`config.mk`:
```
export PLATFORM = sky130hd
export DESIGN_NAME = serdig_if
export DESIGN_NICKNAME = d
export VERILOG_FILES = /design/src/rtl/serdig_pkg.sv /design/src/rtl/serdig_sync.sv /design/src/rtl/serdig_frame_rx.sv /design/src/rtl/serdig_regfile.sv /design/src/rtl/serdig_if.sv
export SDC_FILE = /design/constraint.sdc
export NUM_CORES = 1
export LEC_CHECK = 0
export CAP_MARGIN = 20
export CORE_AREA = 3 3 80 82
export CTS_BUF_LIST = sky130_fd_sc_hd__clkbuf_16
export DETAILED_ROUTE_END_ITERATION = 12
export DIE_AREA = 0 0 83 85
export PLACE_DENSITY = 0.81
export SYNTH_ARGS = -nofsm -noshare
export SYNTH_HDL_FRONTEND = slang
export SYNTH_SLANG_ARGS = --single-unit
```
`constraint.sdc`:
```
create_clock -name clk -period 4.2 [get_ports clk]
set_clock_uncertainty 0.2 [all_clocks]
set_input_delay 0.84 -clock clk [delete_from_list [all_inputs] [get_ports clk]]
set_output_delay 0.84 -clock clk [all_outputs]
set_load 0.01 [all_outputs]
```
`src/rtl/serdig_pkg.sv`:
```
package serdig_pkg;
  localparam int DEF_DIGITS = 10;
  localparam int DEF_ANN_W  = 2;
  localparam int DEF_CODE_W = 4;
  localparam int DEF_ADDR_W = 4;
  localparam int SYNC_STAGES = 2;
endpackage

```
`src/rtl/serdig_sync.sv`:
```
module serdig_sync #(
  parameter int STAGES = serdig_pkg::SYNC_STAGES
) (
  input  logic clk,
  input  logic rst,
  input  logic pin,
  output logic level,
  output logic rise
);
  logic [STAGES-1:0] chain;
  logic              last;

  always_ff @(posedge clk) begin
    if (rst) begin
      chain <= '0;
      last  <= 1'b0;
    end else begin
      chain <= {chain[STAGES-2:0], pin};
      last  <= chain[STAGES-1];
    end
  end

  assign level = chain[STAGES-1];
  assign rise  = chain[STAGES-1] & ~last;
endmodule

```
`src/rtl/serdig_frame_rx.sv`:
```
module serdig_frame_rx #(
  parameter int ANN_W  = serdig_pkg::DEF_ANN_W,
  parameter int CODE_W = serdig_pkg::DEF_CODE_W,
  parameter int ADDR_W = serdig_pkg::DEF_ADDR_W,
  localparam int FRAME_MAX = ANN_W + CODE_W + ADDR_W,
  localparam int FRAME_MIN = CODE_W + ADDR_W,
  localparam int CNT_W     = $clog2(FRAME_MAX + 1),
  localparam int ENTRY_W   = ANN_W + CODE_W
) (
  input  logic               clk,
  input  logic               rst,
  input  logic               bit_in,
  input  logic               clk_rise,
  input  logic               wr_rise,
  output logic [CNT_W-1:0]   bit_cnt,
  output logic               accepted_n,
  output logic               commit,
  output logic [ADDR_W-1:0]  frame_addr,
  output logic [ENTRY_W-1:0] frame_entry
);
  logic [FRAME_MAX-1:0] shreg;
  logic [CNT_W-1:0]     cnt_nxt;
  logic [FRAME_MAX-1:0] sh_nxt;

  always_comb begin
    cnt_nxt = bit_cnt;
    sh_nxt  = shreg;
    if (wr_rise) begin
      cnt_nxt = '0;
      sh_nxt  = '0;
    end else if (clk_rise) begin
      if (bit_cnt == CNT_W'(FRAME_MAX)) begin
        cnt_nxt = '0;
        sh_nxt  = '0;
      end else begin
        cnt_nxt = bit_cnt + 1'b1;
        sh_nxt  = {shreg[FRAME_MAX-2:0], bit_in};
      end
    end
  end

  always_ff @(posedge clk) begin
    if (rst) begin
      bit_cnt    <= '0;
      shreg      <= '0;
      accepted_n <= 1'b1;
    end else begin
      bit_cnt    <= cnt_nxt;
      shreg      <= sh_nxt;
      accepted_n <= (cnt_nxt < CNT_W'(FRAME_MIN));
    end
  end

  // Newest bit sits at index 0, so field bit order is reversed.
  for (genvar i = 0; i < ADDR_W; i++) begin : g_addr
    assign frame_addr[i] = shreg[ADDR_W-1-i];
  end
  for (genvar i = 0; i < CODE_W; i++) begin : g_code
    assign frame_entry[i] = shreg[FRAME_MIN-1-i];
  end
  assign frame_entry[ENTRY_W-1:CODE_W] = shreg[FRAME_MAX-1:FRAME_MIN];

  assign commit = wr_rise & ~accepted_n;
endmodule

```
`src/rtl/serdig_regfile.sv`:
```
module serdig_regfile #(
  parameter int DIGITS  = serdig_pkg::DEF_DIGITS,
  parameter int ADDR_W  = serdig_pkg::DEF_ADDR_W,
  parameter int ENTRY_W = serdig_pkg::DEF_ANN_W + serdig_pkg::DEF_CODE_W
) (
  input  logic                      clk,
  input  logic                      rst,
  input  logic                      wr_en,
  input  logic [ADDR_W-1:0]         wr_addr,
  input  logic [ENTRY_W-1:0]        wr_data,
  output logic [DIGITS*ENTRY_W-1:0] flat
);
  for (genvar d = 0; d < DIGITS; d++) begin : g_digit
    logic [ENTRY_W-1:0] entry;
    always_ff @(posedge clk) begin
      if (rst)
        entry <= '0;
      else if (wr_en && (int'(wr_addr) == d))
        entry <= wr_data;
    end
    assign flat[d*ENTRY_W +: ENTRY_W] = entry;
  end
endmodule

```
`src/rtl/serdig_if.sv`:
```
module serdig_if #(
  parameter int DIGITS = serdig_pkg::DEF_DIGITS,
  parameter int ANN_W  = serdig_pkg::DEF_ANN_W,
  parameter int CODE_W = serdig_pkg::DEF_CODE_W,
  parameter int ADDR_W = serdig_pkg::DEF_ADDR_W,
  localparam int ENTRY_W   = ANN_W + CODE_W,
  localparam int FRAME_MAX = ANN_W + CODE_W + ADDR_W,
  localparam int CNT_W     = $clog2(FRAME_MAX + 1)
) (
  input  logic                      clk,
  input  logic                      rst,
  input  logic                      ser_data,
  input  logic                      ser_clk,
  input  logic                      ser_wr_n,
  output logic                      accepted_n,
  output logic [DIGITS*ENTRY_W-1:0] digits_flat
);
  localparam int NPINS = 3;

  logic [NPINS-1:0] pins, lvl, rises;
  logic             clk_rise, wr_rise, data_s, commit;
  logic [CNT_W-1:0]   bit_cnt;
  logic [ADDR_W-1:0]  frame_addr;
  logic [ENTRY_W-1:0] frame_entry;

  assign pins = {ser_wr_n, ser_clk, ser_data};

  for (genvar p = 0; p < NPINS; p++) begin : g_sync
    serdig_sync u_sync (
      .clk(clk), .rst(rst), .pin(pins[p]), .level(lvl[p]), .rise(rises[p])
    );
  end

  assign data_s   = lvl[0];
  assign clk_rise = rises[1];
  assign wr_rise  = rises[2];

  serdig_frame_rx #(.ANN_W(ANN_W), .CODE_W(CODE_W), .ADDR_W(ADDR_W)) u_rx (
    .clk(clk), .rst(rst), .bit_in(data_s), .clk_rise(clk_rise),
    .wr_rise(wr_rise), .bit_cnt(bit_cnt), .accepted_n(accepted_n),
    .commit(commit), .frame_addr(frame_addr), .frame_entry(frame_entry)
  );

  serdig_regfile #(.DIGITS(DIGITS), .ADDR_W(ADDR_W), .ENTRY_W(ENTRY_W)) u_rf (
    .clk(clk), .rst(rst), .wr_en(commit), .wr_addr(frame_addr),
    .wr_data(frame_entry), .flat(digits_flat)
  );
endmodule

```
==> impl_summary.md <==
Status
The flow ran to the end, and the final reports show no timing, DRC or antenna violations.

Drt
The count of nets left with antenna violations once routing finished came out at 0. The number of remaining DRC errors is 0. The total iterations of the first detailed-routing run is 4. For this block, the initial DRC count from the detailed router was 126. Wires add up to 6672 um.

The overall via count from detail_route is 2,505. The average vias per placed instance is 5.252. The average detailed-routed wire length per instance is 13.99 um.

Logic synthesis
The post-synthesis compound-gate area fraction is 9.209%. Of the total synthesized cell area, the portion taken by AND, OR, NAND and NOR gates is 24.21%. Counting flops and latches in the post-synthesis netlist gives 83. The biggest area contributor in the post-synthesis netlist is sky130_fd_sc_hd__dfxtp_1. The number of distinct library cells after synthesis is 25. After synthesis, the largest family of logic cells by area is simple AND/OR/NAND/NOR gates. The number of standard cells after synthesis is 346. Of the total synthesized cell area, the portion taken by full adders, half adders and majority gates is 0%. Sorting the synthesized cells by area gives the leading types as sky130_fd_sc_hd__dfxtp_1, sky130_fd_sc_hd__a21oi_1, sky130_fd_sc_hd__mux2i_1, sky130_fd_sc_hd__nand2_1, sky130_fd_sc_hd__nand3_1. The Yosys step of the flow raised 0 warnings. The post-synthesis instance area is 3070 sq um. The number of nets in the synthesized netlist is 351. After synthesis, flip-flops and latches occupy 54.12% of the total area. The mean instance size in the synthesized netlist is 8.874 sq um. The xor-xnor portion of the synthesized cell area is 0.5705%. In this run the biggest area consumer among cell types represents 54.12% of the synthesized area. The mux share of post-synthesis cell area is 7.824%.

Worst setup path
The worst path buffer plus inverter count is 1. The launching instance or port of the critical path is u_rx.accepted_n. The flop-to-flop setup slack is 1.90 ns. The largest incremental delay on the critical path is 0.58 ns. The slowest cell on the critical path is sky130_fd_sc_hd__clkdlybuf4s50_1. Data arrives at the worst endpoint at 1.32 ns. The cell family contributing the most delay on the critical path is buffers and inverters. The number of cells traversed by the worst register-to-register path is 4. The path length in cells of the critical path is 1. The critical path is of the flop to output pin type. The start of the worst register-to-register path is u_rx.accepted_n. The endpoint kind of the worst setup timing path is an output pin.

For the worst setup path, the data required time is 3.16 ns. The critical path goes through clkdlybuf4s50_1. The type of element launching the critical path is a flop. Along the worst path, the maximum fanout reaches 3. The worst register-to-register path ends at u_rf.g_digit[7].entry[2].

Timing
The accumulated negative setup slack is 0 ns. Setup violations remaining at the end of the flow were counted as 0. Headroom to the max-slew limit came out at 40.64%. The final worst hold slack is 0.2335 ns. Setup repair after global routing left no endpoint under its margin. The worst path uses 56.12% of the clock period. For the pin with the worst max-slew slack, the measured transition is 0.8885 ns.

The max-slew violation count came to 0. The achievable frequency is 0.4242 GHz. The final-report hold violation count is 0. Subtracting the final worst setup slack from the clock period gives 2.357 ns. Setup slack closes at 1.843 ns.

Final layout
Compared with the post-synthesis result, the final layout area differs by 30.20%. In the final layout, the multi-input gates occupy 1284 sq um. Counting the fill cells in the layout gives 480. The area occupied by registers is 1662 sq um. The antenna diode instance count is 0. Cells fill 68.74% of the core in the end. The net total in the final layout is 402. In the final layout, the share of cells above drive strength 1 is 5.721%.

Pwr
Cell internal power was estimated by the tool at 0.001252 W. In this run, the clock network consumes 47.6% of the power. The share of total power dissipated in sequential elements is 50.7%. The power density relative to cell area is 391.6 nW/um^2. Net switching is 20.03% of the power. In this run the static leakage power is 1.458 nW.

Power comes to 0.001565 W. The switching power is 0.0003135 W. The combinational cell fraction of total power is 1.7%. The largest voltage drop on the vdd net is 0.3035 mV.

Clock network
The clock insertion delay at the later pin of the skew report is 0.33 ns. TritonCTS built the clock tree. Once the clock tree was built, the setup fixing pass inserted 0 buffers. The count of hold buffers inserted by post-cts repair is 0. Clock tree synthesis inserted a total of 9 buffers.

The total of cells resized after clock tree synthesis is 0. The number of sinks handled by clock tree synthesis is 83. After clock tree synthesis, the clock-pin slew on the worst setup and hold paths is 0.06 ns.

The clock tree synthesis step divided the H-tree into 3 levels. The root buffer cell chosen for the clock tree is sky130_fd_sc_hd__clkbuf_16. No sink is reached through more buffers than the 2 on the longest clock path.

Place
The final weighted congestion of routability-driven global placement is 0.7830. Detailed placement finished with a half-perimeter wire length of 4370 um. The pre-CTS setup slack is 1.795 ns.

The count of port buffers added during placement is 65.

Global routing
The number of antenna violations at the first check in global routing was 0. The via count of the first global-routing pass is 2,467. The remaining global-route overflow is 0. The wire length of the first global-routing pass is 11,470 um. Entering global routing, the biggest net connects 39 pins. For this run, the total global-route usage over all layers was measured as 20.17%.

Min path
The worst hold path depth is 1. The path with the worst hold slack has its endpoint at g_sync[1].u_sync.chain[1]. The worst hold path belongs to the class flop to flop. In this run the most critical hold path is launched from g_sync[1].u_sync.chain[0].

Floorplan
After floorplanning, the core was sized to cover 5816 sq um. During I/O placement, the number of pins put on the boundary was 66. In this run the vertical extent of the chip is 85 um.

The initial core utilization is 52.80%. The total number of placement rows is 28. The die covers 7055 sq um. The die width is 83 um.

Run
The tool flagged a number of max-cap violations equal to 0.
-- layout by cell type, fill, tap and decap left out, types with 2 or more instances in the layout --
master / n
sky130_fd_sc_hd__clkbuf_16: 9
sky130_fd_sc_hd__a21oi_1: 49
sky130_fd_sc_hd__dfxtp_1: 83
sky130_fd_sc_hd__inv_1: 4
sky130_fd_sc_hd__nand3_1: 37
sky130_fd_sc_hd__nand2_1: 64
sky130_fd_sc_hd__nor3b_2: 2
sky130_fd_sc_hd__nor2_1: 27
sky130_fd_sc_hd__nand3b_1: 2
sky130_fd_sc_hd__nand3_2: 3
sky130_fd_sc_hd__clkinvlp_4: 2
sky130_fd_sc_hd__xnor2_1: 2
sky130_fd_sc_hd__mux2i_1: 24
sky130_fd_sc_hd__clkdlybuf4s50_1: 64
sky130_fd_sc_hd__o31ai_1: 2
sky130_fd_sc_hd__nor2b_1: 13
-- kinds of logic after synthesis --
group,after synthesis
compound gates,54
simple gates,154
buf+inv,29
mux,24
flops,83
xor+xnor,2
-- metrics by stage --
stage | instances | instance area [sq um]
finish | 477 | 3998
global route | 477 | 3998
CTS | 476 | 3986
detailed placement | 460 | 3700
global placement | 460 | 3700
floorplan | 346 | 3070
-- cell type report --
cell class                      count  share of cell area (%)
Clock buffer                        9                   5.634
Timing Repair Buffer               67                   16.62
Inverter                            2                  0.1878
Tap cell                           75                   2.347
Clock inverter                      7                   1.534
Multi-Input combinational cell    234                   32.11
Sequential cell                    83                   41.56
-- power groups by stage --
| stage | logic, W | registers (W) | clock network, W |
|---|---|---|---|
| after global placement | 0.0000255 | 0.000811 | 0 |
| after CTS | 0.0000259 | 0.000794 | 0.000758 |
| after global routing | 0.0000289 | 0.000794 | 0.000785 |
| after floorplan | 0.0000213 | 0.000810 | 0 |
| final | 0.0000259 | 0.000794 | 0.000745 |
| after detailed placement | 0.0000260 | 0.000811 | 0 |
-- sequential cells by signal, indices dropped and copies added, names as in the netlist --
| register | flops |
|---|---|
| g_sync.u_sync.chain | 6 |
| u_rx.accepted_n | 1 |
| u_rx.shreg | 10 |
| u_rf.g_digit.entry | 60 |
| g_sync.u_sync.last | 2 |
| u_rx.bit_cnt | 4 |
-- routing by layer --
layer	part of all wire [%]	global-route usage (%)	vias up
met4	2.8	11.00	0
met2	47	31.49	75
li1	-	-	1258
met5	0	0	-
met1	45	25.77	1157
met3	5.6	5.049	15
-- worst max-delay path by stage --
stage | endpoint
after global routing | u_rf.g_digit[7].entry[4]
after detailed placement | u_rf.g_digit[6].entry[5]
after floorplan | u_rf.g_digit[2].entry[4]
after global placement | u_rf.g_digit[6].entry[0]
final | accepted_n
after CTS | u_rf.g_digit[6].entry[5]
-- synthesized netlist by cell type --
library cell,instances
sky130_fd_sc_hd__buf_2,7
sky130_fd_sc_hd__buf_4,2
sky130_fd_sc_hd__o21ai_0,1
sky130_fd_sc_hd__nand3_1,37
sky130_fd_sc_hd__nand2b_1,1
sky130_fd_sc_hd__and2_1,1
sky130_fd_sc_hd__nor2_1,27
sky130_fd_sc_hd__a21oi_1,49
sky130_fd_sc_hd__nor3_2,1
sky130_fd_sc_hd__inv_1,2
sky130_fd_sc_hd__nand3b_1,2
sky130_fd_sc_hd__nor3b_2,2
sky130_fd_sc_hd__a41o_1,1
sky130_fd_sc_hd__and3_1,1
sky130_fd_sc_hd__nor2b_1,13
sky130_fd_sc_hd__o31ai_1,2
sky130_fd_sc_hd__mux2i_1,24
sky130_fd_sc_hd__a21o_1,1
sky130_fd_sc_hd__nor4b_4,1
sky130_fd_sc_hd__and4bb_1,1
sky130_fd_sc_hd__nand2_1,64
sky130_fd_sc_hd__xnor2_1,2
sky130_fd_sc_hd__clkbuf_1,18
sky130_fd_sc_hd__nand3_2,3
sky130_fd_sc_hd__dfxtp_1,83
Power figures use the tool's default switching activity.
